`src/rtl/cmdq_pkg.sv`:
```
package cmdq_pkg;

  typedef enum logic [2:0] {
    ST_IDLE  = 3'd0,
    ST_SETUP = 3'd1,
    ST_SHIFT = 3'd2,
    ST_END   = 3'd3,
    ST_GAP   = 3'd4
  } eng_state_t;

  typedef struct packed {
    logic [3:0] fmsz;
    logic       cpol;
    logic       cpha;
    logic       lsb;
  } frame_attr_t;

  localparam int CMD_KEEP = 31;
  localparam int CMD_SEL  = 28;
  localparam int CMD_EOQ  = 27;
  localparam int CMD_CLR  = 26;
  localparam int CMD_CS   = 16;
  localparam int STAT_EOQ = 28;

  localparam logic [3:0] A_CTRL = 4'h0;
  localparam logic [3:0] A_STAT = 4'h1;
  localparam logic [3:0] A_IEN  = 4'h2;
  localparam logic [3:0] A_PUSH = 4'h3;
  localparam logic [3:0] A_POP  = 4'h4;
  localparam logic [3:0] A_CNT  = 4'h5;

endpackage

```
`src/rtl/cmdq_fifo.sv`:
```
module cmdq_fifo #(
  parameter int W     = 32,
  parameter int DEPTH = 4
) (
  input  logic                       clk,
  input  logic                       rst_n,
  input  logic                       flush,
  input  logic                       push,
  input  logic [W-1:0]               din,
  input  logic                       pop,
  output logic [W-1:0]               dout,
  output logic                       full,
  output logic                       empty,
  output logic [$clog2(DEPTH):0]     count
);
  localparam int PW = $clog2(DEPTH);
  localparam int CW = PW + 1;

  logic [W-1:0]  mem [DEPTH];
  logic [PW-1:0] rd_q, rd_d, wr_q, wr_d;
  logic [CW-1:0] cnt_q, cnt_d;
  logic          do_push, do_pop;

  assign full    = (cnt_q == CW'(DEPTH));
  assign empty   = (cnt_q == '0);
  assign do_push = push && !full;
  assign do_pop  = pop && !empty;
  assign dout    = mem[rd_q];
  assign count   = cnt_q;

  always_comb begin
    rd_d  = rd_q;
    wr_d  = wr_q;
    cnt_d = cnt_q;
    if (flush) begin
      rd_d  = '0;
      wr_d  = '0;
      cnt_d = '0;
    end else begin
      if (do_push) wr_d = wr_q + 1'b1;
      if (do_pop)  rd_d = rd_q + 1'b1;
      if (do_push && !do_pop)      cnt_d = cnt_q + 1'b1;
      else if (do_pop && !do_push) cnt_d = cnt_q - 1'b1;
    end
  end

  always_ff @(posedge clk or negedge rst_n) begin
    if (!rst_n) begin
      rd_q  <= '0;
      wr_q  <= '0;
      cnt_q <= '0;
    end else begin
      rd_q  <= rd_d;
      wr_q  <= wr_d;
      cnt_q <= cnt_d;
    end
  end

  always_ff @(posedge clk) begin
    if (do_push && !flush) mem[wr_q] <= din;
  end

endmodule

```
`src/rtl/cmdq_shifter.sv`:
```
module cmdq_shifter
  import cmdq_pkg::*;
#(
  parameter int NCS = 6,
  parameter int DW  = 16
) (
  input  logic            clk,
  input  logic            rst_n,
  input  logic            tick,
  input  logic            cmd_valid,
  input  logic [31:0]     cmd,
  input  frame_attr_t     attr,
  input  logic            miso,
  output logic            cmd_pop,
  output logic            clr_cnt,
  output logic            done,
  output logic            done_eoq,
  output logic            keep,
  output logic [DW-1:0]   rx_word,
  output logic            sck,
  output logic            mosi,
  output logic [NCS-1:0]  cs_act
);
  localparam int IW = $clog2(DW);
  localparam int EW = IW + 1;

  eng_state_t    st_q, st_d;
  logic [DW-1:0] dat_q, dat_d, rx_q, rx_d;
  logic [NCS-1:0] csel_q, csel_d;
  logic          cont_q, cont_d, eoq_q, eoq_d, sck_q, sck_d, gap_q, gap_d;
  frame_attr_t   attr_q, attr_d;
  logic [EW-1:0] ecnt_q, ecnt_d, out_e;
  logic [IW-1:0] jo, ji, tx_pos, rx_pos;
  logic          last_edge;

  wire unused_cmd = ^{cmd[30:28], cmd[25:CMD_CS+NCS]};

  assign out_e     = (attr_q.cpha && ecnt_q != '0) ? ecnt_q - 1'b1 : ecnt_q;
  assign jo        = out_e[EW-1:1];
  assign ji        = ecnt_q[EW-1:1];
  assign tx_pos    = attr_q.lsb ? jo : (IW'(attr_q.fmsz) - jo);
  assign rx_pos    = attr_q.lsb ? ji : (IW'(attr_q.fmsz) - ji);
  assign last_edge = (ecnt_q == EW'({attr_q.fmsz, 1'b1}));

  assign cmd_pop  = (st_q == ST_IDLE) && cmd_valid;
  assign clr_cnt  = cmd_pop && cmd[CMD_CLR];
  assign done     = (st_q == ST_END);
  assign done_eoq = done && eoq_q;
  assign keep     = cont_q;
  assign rx_word  = rx_q;
  assign sck      = sck_q;
  assign mosi     = dat_q[tx_pos];
  assign cs_act   = csel_q;

  always_comb begin
    st_d   = st_q;
    dat_d  = dat_q;
    rx_d   = rx_q;
    csel_d = csel_q;
    cont_d = cont_q;
    eoq_d  = eoq_q;
    sck_d  = sck_q;
    gap_d  = gap_q;
    attr_d = attr_q;
    ecnt_d = ecnt_q;
    unique case (st_q)
      ST_IDLE: begin
        if (cmd_valid) begin
          dat_d  = cmd[DW-1:0];
          csel_d = cmd[CMD_CS +: NCS];
          cont_d = cmd[CMD_KEEP];
          eoq_d  = cmd[CMD_EOQ];
          attr_d = attr;
          sck_d  = attr.cpol;
          ecnt_d = '0;
          rx_d   = '0;
          st_d   = ST_SETUP;
        end
      end
      ST_SETUP: begin
        if (tick) st_d = ST_SHIFT;
      end
      ST_SHIFT: begin
        if (tick) begin
          sck_d = ~sck_q;
          if (ecnt_q[0] == attr_q.cpha) rx_d[rx_pos] = miso;
          if (last_edge) st_d = ST_END;
          else           ecnt_d = ecnt_q + 1'b1;
        end
      end
      ST_END: begin
        if (cont_q) begin
          st_d = ST_IDLE;
        end else begin
          csel_d = '0;
          gap_d  = 1'b0;
          st_d   = ST_GAP;
        end
      end
      ST_GAP: begin
        if (tick) begin
          gap_d = 1'b1;
          if (gap_q) st_d = ST_IDLE;
        end
      end
      default: st_d = ST_IDLE;
    endcase
  end

  always_ff @(posedge clk or negedge rst_n) begin
    if (!rst_n) begin
      st_q   <= ST_IDLE;
      dat_q  <= '0;
      rx_q   <= '0;
      csel_q <= '0;
      cont_q <= 1'b0;
      eoq_q  <= 1'b0;
      sck_q  <= 1'b0;
      gap_q  <= 1'b0;
      attr_q <= '0;
      ecnt_q <= '0;
    end else begin
      st_q   <= st_d;
      dat_q  <= dat_d;
      rx_q   <= rx_d;
      csel_q <= csel_d;
      cont_q <= cont_d;
      eoq_q  <= eoq_d;
      sck_q  <= sck_d;
      gap_q  <= gap_d;
      attr_q <= attr_d;
      ecnt_q <= ecnt_d;
    end
  end

endmodule

```
`src/rtl/spi_cmdq.sv`:
```
module spi_cmdq
  import cmdq_pkg::*;
#(
  parameter int NCS   = 6,
  parameter int DW    = 16,
  parameter int TXD   = 4,
  parameter int RXD   = 4,
  parameter int NATTR = 2
) (
  input  logic           clk,
  input  logic           rst_n,
  input  logic           tick,
  input  logic           wr_en,
  input  logic           rd_en,
  input  logic [3:0]     addr,
  input  logic [31:0]    wdata,
  output logic [31:0]    rdata,
  output logic           irq,
  output logic           sck,
  output logic           mosi,
  input  logic           miso,
  output logic [NCS-1:0] cs_n
);
  localparam int SELW = (NATTR > 1) ? $clog2(NATTR) : 1;
  localparam int TCW  = $clog2(TXD) + 1;
  localparam int RCW  = $clog2(RXD) + 1;

  // reset: asserted asynchronously, released through two flops
  logic rs_q1, rst_sync_n;
  always_ff @(posedge clk or negedge rst_n) begin
    if (!rst_n) begin
      rs_q1      <= 1'b0;
      rst_sync_n <= 1'b0;
    end else begin
      rs_q1      <= 1'b1;
      rst_sync_n <= rs_q1;
    end
  end

  // register decode
  logic wr_ctrl, wr_stat, wr_ien, wr_push, rd_pop;
  assign wr_ctrl = wr_en && (addr == A_CTRL);
  assign wr_stat = wr_en && (addr == A_STAT);
  assign wr_ien  = wr_en && (addr == A_IEN);
  assign wr_push = wr_en && (addr == A_PUSH);
  assign rd_pop  = rd_en && (addr == A_POP);

  // queues
  logic [31:0]    tx_head;
  logic           tx_full, tx_empty, rx_full, rx_empty;
  logic [TCW-1:0] tx_count;
  logic [RCW-1:0] unused_rx_count;
  logic [DW-1:0]  rx_head, rx_word;
  logic           cmd_pop, clr_cnt, done, done_eoq, eng_keep;
  logic [NCS-1:0] cs_act;

  cmdq_fifo #(.W(32), .DEPTH(TXD)) u_txq (
    .clk(clk), .rst_n(rst_sync_n), .flush(wr_ctrl && wdata[0]),
    .push(wr_push), .din(wdata), .pop(cmd_pop), .dout(tx_head),
    .full(tx_full), .empty(tx_empty), .count(tx_count)
  );

  cmdq_fifo #(.W(DW), .DEPTH(RXD)) u_rxq (
    .clk(clk), .rst_n(rst_sync_n), .flush(wr_ctrl && wdata[1]),
    .push(done), .din(rx_word), .pop(rd_pop), .dout(rx_head),
    .full(rx_full), .empty(rx_empty), .count(unused_rx_count)
  );
  wire unused_rx_full = rx_full;

  // attribute sets
  frame_attr_t attr_q [NATTR];
  for (genvar g = 0; g < NATTR; g++) begin : g_attr
    logic        wr_this;
    frame_attr_t a_d;
    assign wr_this = wr_en && (addr == 4'(8 + g));
    always_comb begin
      a_d = attr_q[g];
      if (wr_this) a_d = '{fmsz: wdata[30:27], cpol: wdata[26], cpha: wdata[25], lsb: wdata[24]};
    end
    always_ff @(posedge clk or negedge rst_n) begin
      if (!rst_n) attr_q[g] <= '{fmsz: 4'd7, cpol: 1'b0, cpha: 1'b0, lsb: 1'b0};
      else        attr_q[g] <= a_d;
    end
  end

  logic [SELW-1:0] attr_sel;
  assign attr_sel = tx_head[CMD_SEL +: SELW];

  // status, enable, idle levels, counter
  logic           eoq_q, eoq_d, ovf_q, ovf_d, udf_q, udf_d, ien_q, ien_d;
  logic [NCS-1:0] pol_q, pol_d;
  logic [15:0]    cnt_q, cnt_d;

  always_comb begin
    eoq_d = done_eoq | (eoq_q & ~(wr_stat & wdata[STAT_EOQ]));
    ovf_d = (wr_push & tx_full) | (ovf_q & ~(wr_stat & wdata[0]));
    udf_d = (rd_pop & rx_empty) | (udf_q & ~(wr_stat & wdata[1]));
    ien_d = wr_ien ? wdata[STAT_EOQ] : ien_q;
    pol_d = wr_ctrl ? wdata[CMD_CS +: NCS] : pol_q;
    cnt_d = cnt_q;
    if (clr_cnt)   cnt_d = '0;
    else if (done) cnt_d = cnt_q + 16'd1;
  end

  always_ff @(posedge clk or negedge rst_n) begin
    if (!rst_n) begin
      eoq_q <= 1'b0;
      ovf_q <= 1'b0;
      udf_q <= 1'b0;
      ien_q <= 1'b0;
      pol_q <= '1;
      cnt_q <= '0;
    end else begin
      eoq_q <= eoq_d;
      ovf_q <= ovf_d;
      udf_q <= udf_d;
      ien_q <= ien_d;
      pol_q <= pol_d;
      cnt_q <= cnt_d;
    end
  end

  cmdq_shifter #(.NCS(NCS), .DW(DW)) u_eng (
    .clk(clk), .rst_n(rst_sync_n), .tick(tick),
    .cmd_valid(!tx_empty && !eoq_q), .cmd(tx_head), .attr(attr_q[attr_sel]),
    .miso(miso), .cmd_pop(cmd_pop), .clr_cnt(clr_cnt), .done(done),
    .done_eoq(done_eoq), .keep(eng_keep), .rx_word(rx_word),
    .sck(sck), .mosi(mosi), .cs_act(cs_act)
  );

  assign cs_n = pol_q ^ cs_act;
  assign irq  = eoq_q & ien_q;

  // read mux
  always_comb begin
    rdata = '0;
    unique case (addr)
      A_CTRL: rdata[CMD_CS +: NCS] = pol_q;
      A_STAT: rdata = {3'b0, eoq_q, 26'b0, udf_q, ovf_q};
      A_IEN:  rdata[STAT_EOQ] = ien_q;
      A_POP:  rdata[DW-1:0] = rx_empty ? '0 : rx_head;
      A_CNT:  rdata[15:0] = cnt_q;
      default: begin
        if (addr[3] && (int'(addr[2:0]) < NATTR)) begin
          rdata[30:27] = attr_q[addr[SELW-1:0]].fmsz;
          rdata[26]    = attr_q[addr[SELW-1:0]].cpol;
          rdata[25]    = attr_q[addr[SELW-1:0]].cpha;
          rdata[24]    = attr_q[addr[SELW-1:0]].lsb;
        end
      end
    endcase
  end

endmodule

```
`config.mk`:
```
export PLATFORM = sky130hd
export DESIGN_NAME = spi_cmdq
export DESIGN_NICKNAME = d
export VERILOG_FILES = /design/src/rtl/cmdq_pkg.sv /design/src/rtl/cmdq_fifo.sv /design/src/rtl/cmdq_shifter.sv /design/src/rtl/spi_cmdq.sv
export SDC_FILE = /design/constraint.sdc
export NUM_CORES = 1
export LEC_CHECK = 0
export ABC_AREA = 1
export CAP_MARGIN = 10
export CORE_ASPECT_RATIO = 2
export CORE_MARGIN = 2
export CORE_UTILIZATION = 45
export DETAILED_ROUTE_END_ITERATION = 10
export SLEW_MARGIN = 15
export SYNTH_ARGS = -nofsm -noshare
export SYNTH_HDL_FRONTEND = slang
export SYNTH_HIERARCHICAL = 1
export SYNTH_SLANG_ARGS = --single-unit
```
`constraint.sdc`:
```
create_clock -name clk -period 4.38 [get_ports clk]
set_input_delay 0.438 -clock clk [delete_from_list [all_inputs] [get_ports clk]]
set_output_delay 0.438 -clock clk [all_outputs]
set_load 0.005 [all_outputs]
```
==> qor.yml <==
worst_setup_path:
  path_depth: 16
  cp-start-kind: "flop"
  required_ns: 3.94
  path_cells: "inv_1 > ha_1 > nand3_1 > nand2_1 > inv_1 > nand2_1 > o21ai_0 > ha_1 > a21boi_0 > nor2_1 > nand2_1 > nand3_1 > xor2_1 > nand3_1 > nand2_1 > clkdlybuf4s50_1"
  cp_num_buf_inv: 3
  cp_top_family: "simple AND/OR/NAND/NOR gates"
  crit_top_cell: "nand2_1"
  crit_path_max_fanout: 5
  cp-end-kind: "output pin"
  regToRegStartpoint: "u_eng/ecnt_q[3]"
  rr_worst_depth: 16
  r2r_slack_ns: 1.06
  endpoint: "mosi"
  startpoint: "u_eng/ecnt_q[0]"
  slowest_stage: "clkdlybuf4s50_1"
  r2r-end: "cnt_q[7]"
  max_stage_delay_ns: 0.51
  arrival_ns: 3.60
  crit_type: "flop to output pin"
clock_tree:
  cts_tree: "done"
  cts_root_buf: "clkbuf_16"
  cts_setup_buffers: 0
  clk_pin_slew_ns: 0.06
  cts_sinks: 280
  cts_made_buffers: 26
  htree_num_levels: 1
  insertion_delay_ns: 0.54
  clk_path_buf_depth: 3
power:
  p_int_mw: 6.036
  power_mw: 9.837
  power_density_nw_per_um2: 657.8
  pwr-share-seq_pct: 36.7
  p_switching_mw: 3.801
  p_sw_share_pct: 38.64
  clkPwrFrac_pct: 24.9
  combPwrFrac_pct: 38.4
  leakage_nw: 6.100
  ir_worst_vdd_mv: 0.3843
die:
  initial_core_util_pct: 45.89
  dieArea_um2: 30200
  die_h_um: 243.8
  die_w_um: 123.9
  core_um2: 28190
  row_count: 87
  io_pins: 83
outcome:
  status: "finished clean"
layout:
  stdcell_area_um2: 14950
  fin_nets: 1469
  n_antenna_cell: 0
  syn2layout_area_growth_pct: 15.59
  regArea_um2: 7864
  n_fill_cell: 2584
  drive_above_1_share_pct: 8.906
  multiInputGateArea_um2: 4254
routing:
  drt_iter0_drc: 379
  wl_per_cell_um: 17.03
  ant_nets: 0
  vias: 9290
  route.detailed.drc: 0
  dr.pass1.iters: 5
  viasPerCell: 5.213
  routed_wl_mm: 30.35
logic_synthesis:
  synth.avg_cell_area_um2: 9.705
  yosysWarnings: 6
  netlist_area_um2: 12940
  synthCells: 1333
sta:
  tns_ns: 0
  period_minus_slack_ns: 4.036
  fin_skew_ns: 0.01595
  whs_ns: 0.3222
  relSlewSlack_pct: 33.80
  tightest_slew_ns: 0.9855
  timing.final.max_slew_violations: 0
  fmax_mhz: 247.8
  setup_violations: 0
  fin_crit_sh_pct: 92.14
  hold_viol_final: 0
  grt_setup_unrepaired: "false"
global_route:
  grt_pass1_vias: 9329
  gr-total-overflow: 0
  track_usage_pct: 20.71
  antenna_found_initial: 0
  grt_max_degree: 44
  grt_pass1_wl_mm: 48.21
place:
  placed_area_um2: 14020
  place_hpwl_mm: 21.60
  io_buffers: 77
  gp_routability_congestion: 0.8574
worst_hold_path:
  hold_path.class: "flop to async pin"
flow_run:
  max_cap_viol_count: 0
-- sequential cells by signal, summed over array words and instances, names as in the netlist, 5 cells and up --
name	cells
attr_q	14
cnt_q	16
pol_q	6
u_eng/attr_q	6
u_eng/cs_act	6
u_eng/dat_q	16
u_eng/ecnt_q	5
u_eng/rx_word	16
u_rxq/mem	64
u_txq/mem	104
-- power groups by stage --
stage	combinational, mW	sequential [mW]	clock, mW
2_1_floorplan	2.87	3.51	0
3_3_place_gp	3.74	3.65	0
3_5_place_dp	3.82	3.66	0
4_1_cts	3.84	3.61	2.51
5_1_grt	4.31	3.66	2.61
6_report	3.78	3.61	2.45
-- worst register-to-register path: cells and delay by family (launching register included) --
| kind | cells | cell delay, ns |
|---|---|---|
| buffers and inverters | 3 | 0.24 |
| flip-flops | 1 | 0.52 |
| AND/OR/NAND/NOR | 12 | 2.12 |
| adder cells (fa/ha/maj) | 1 | 0.33 |
-- how the worst min path moves through the flow --
stage	endpoint	slack, ns	cells after the start
2_1_floorplan	attr_q[0]	0.14	0
3_3_place_gp	rst_sync_n	0.33	0
3_5_place_dp	rst_sync_n	0.34	0
4_1_cts	u_eng/cs_act[2]	0.36	0
5_1_grt	rst_sync_n	0.36	0
6_report	u_eng/cs_act[2]	0.32	0
-- final cells by class --
type	instances	share of cell area [%]
Multi-Input combinational cell	861	28.45
Timing Repair Buffer	99	6.325
Clock inverter	13	1.464
Tap cell	356	2.979
Clock buffer	35	4.719
Sequential cell	280	52.59
Inverter	138	3.481
-- placed cells by master, fill, tap and decap left out, types with 27 or more instances in the layout --
cell type / n
nand2_1: 260
nor2_1: 174
edfxtp_1: 168
inv_1: 119
o21ai_0: 108
dfrtp_1: 99
nand3_1: 77
clkdlybuf4s50_1: 76
o21ai_1: 52
o22ai_1: 43
a21oi_1: 36
clkbuf_16: 27
-- through the flow --
step,utilization (%),cells,worst slack [ns]
after floorplan,-,1335,1.570
after global placement,49.73,1733,0.9216
after detailed placement,49.73,1733,0.8543
after CTS,53.04,1782,0.2568
after global routing,53.04,1782,0.01306
final,53.04,1782,0.3445
-- metal layers --
metal  part of all wire [%]  up-vias  track usage [%]
met5                      0        -                0
met2                     58      140            41.10
met4                    3.8        0            8.262
li1                       -     4613                -
met1                     36     4481            21.16
met3                    2.7       56            2.107
-- repair_timing --
item | in CTS | in global routing
hold buffers | 1 | 0
endpoints found under the setup margin | 0 | 0
endpoints found under the hold margin | 19 | 0
resized for setup | 0 | 0
Power figures use the tool's default switching activity.
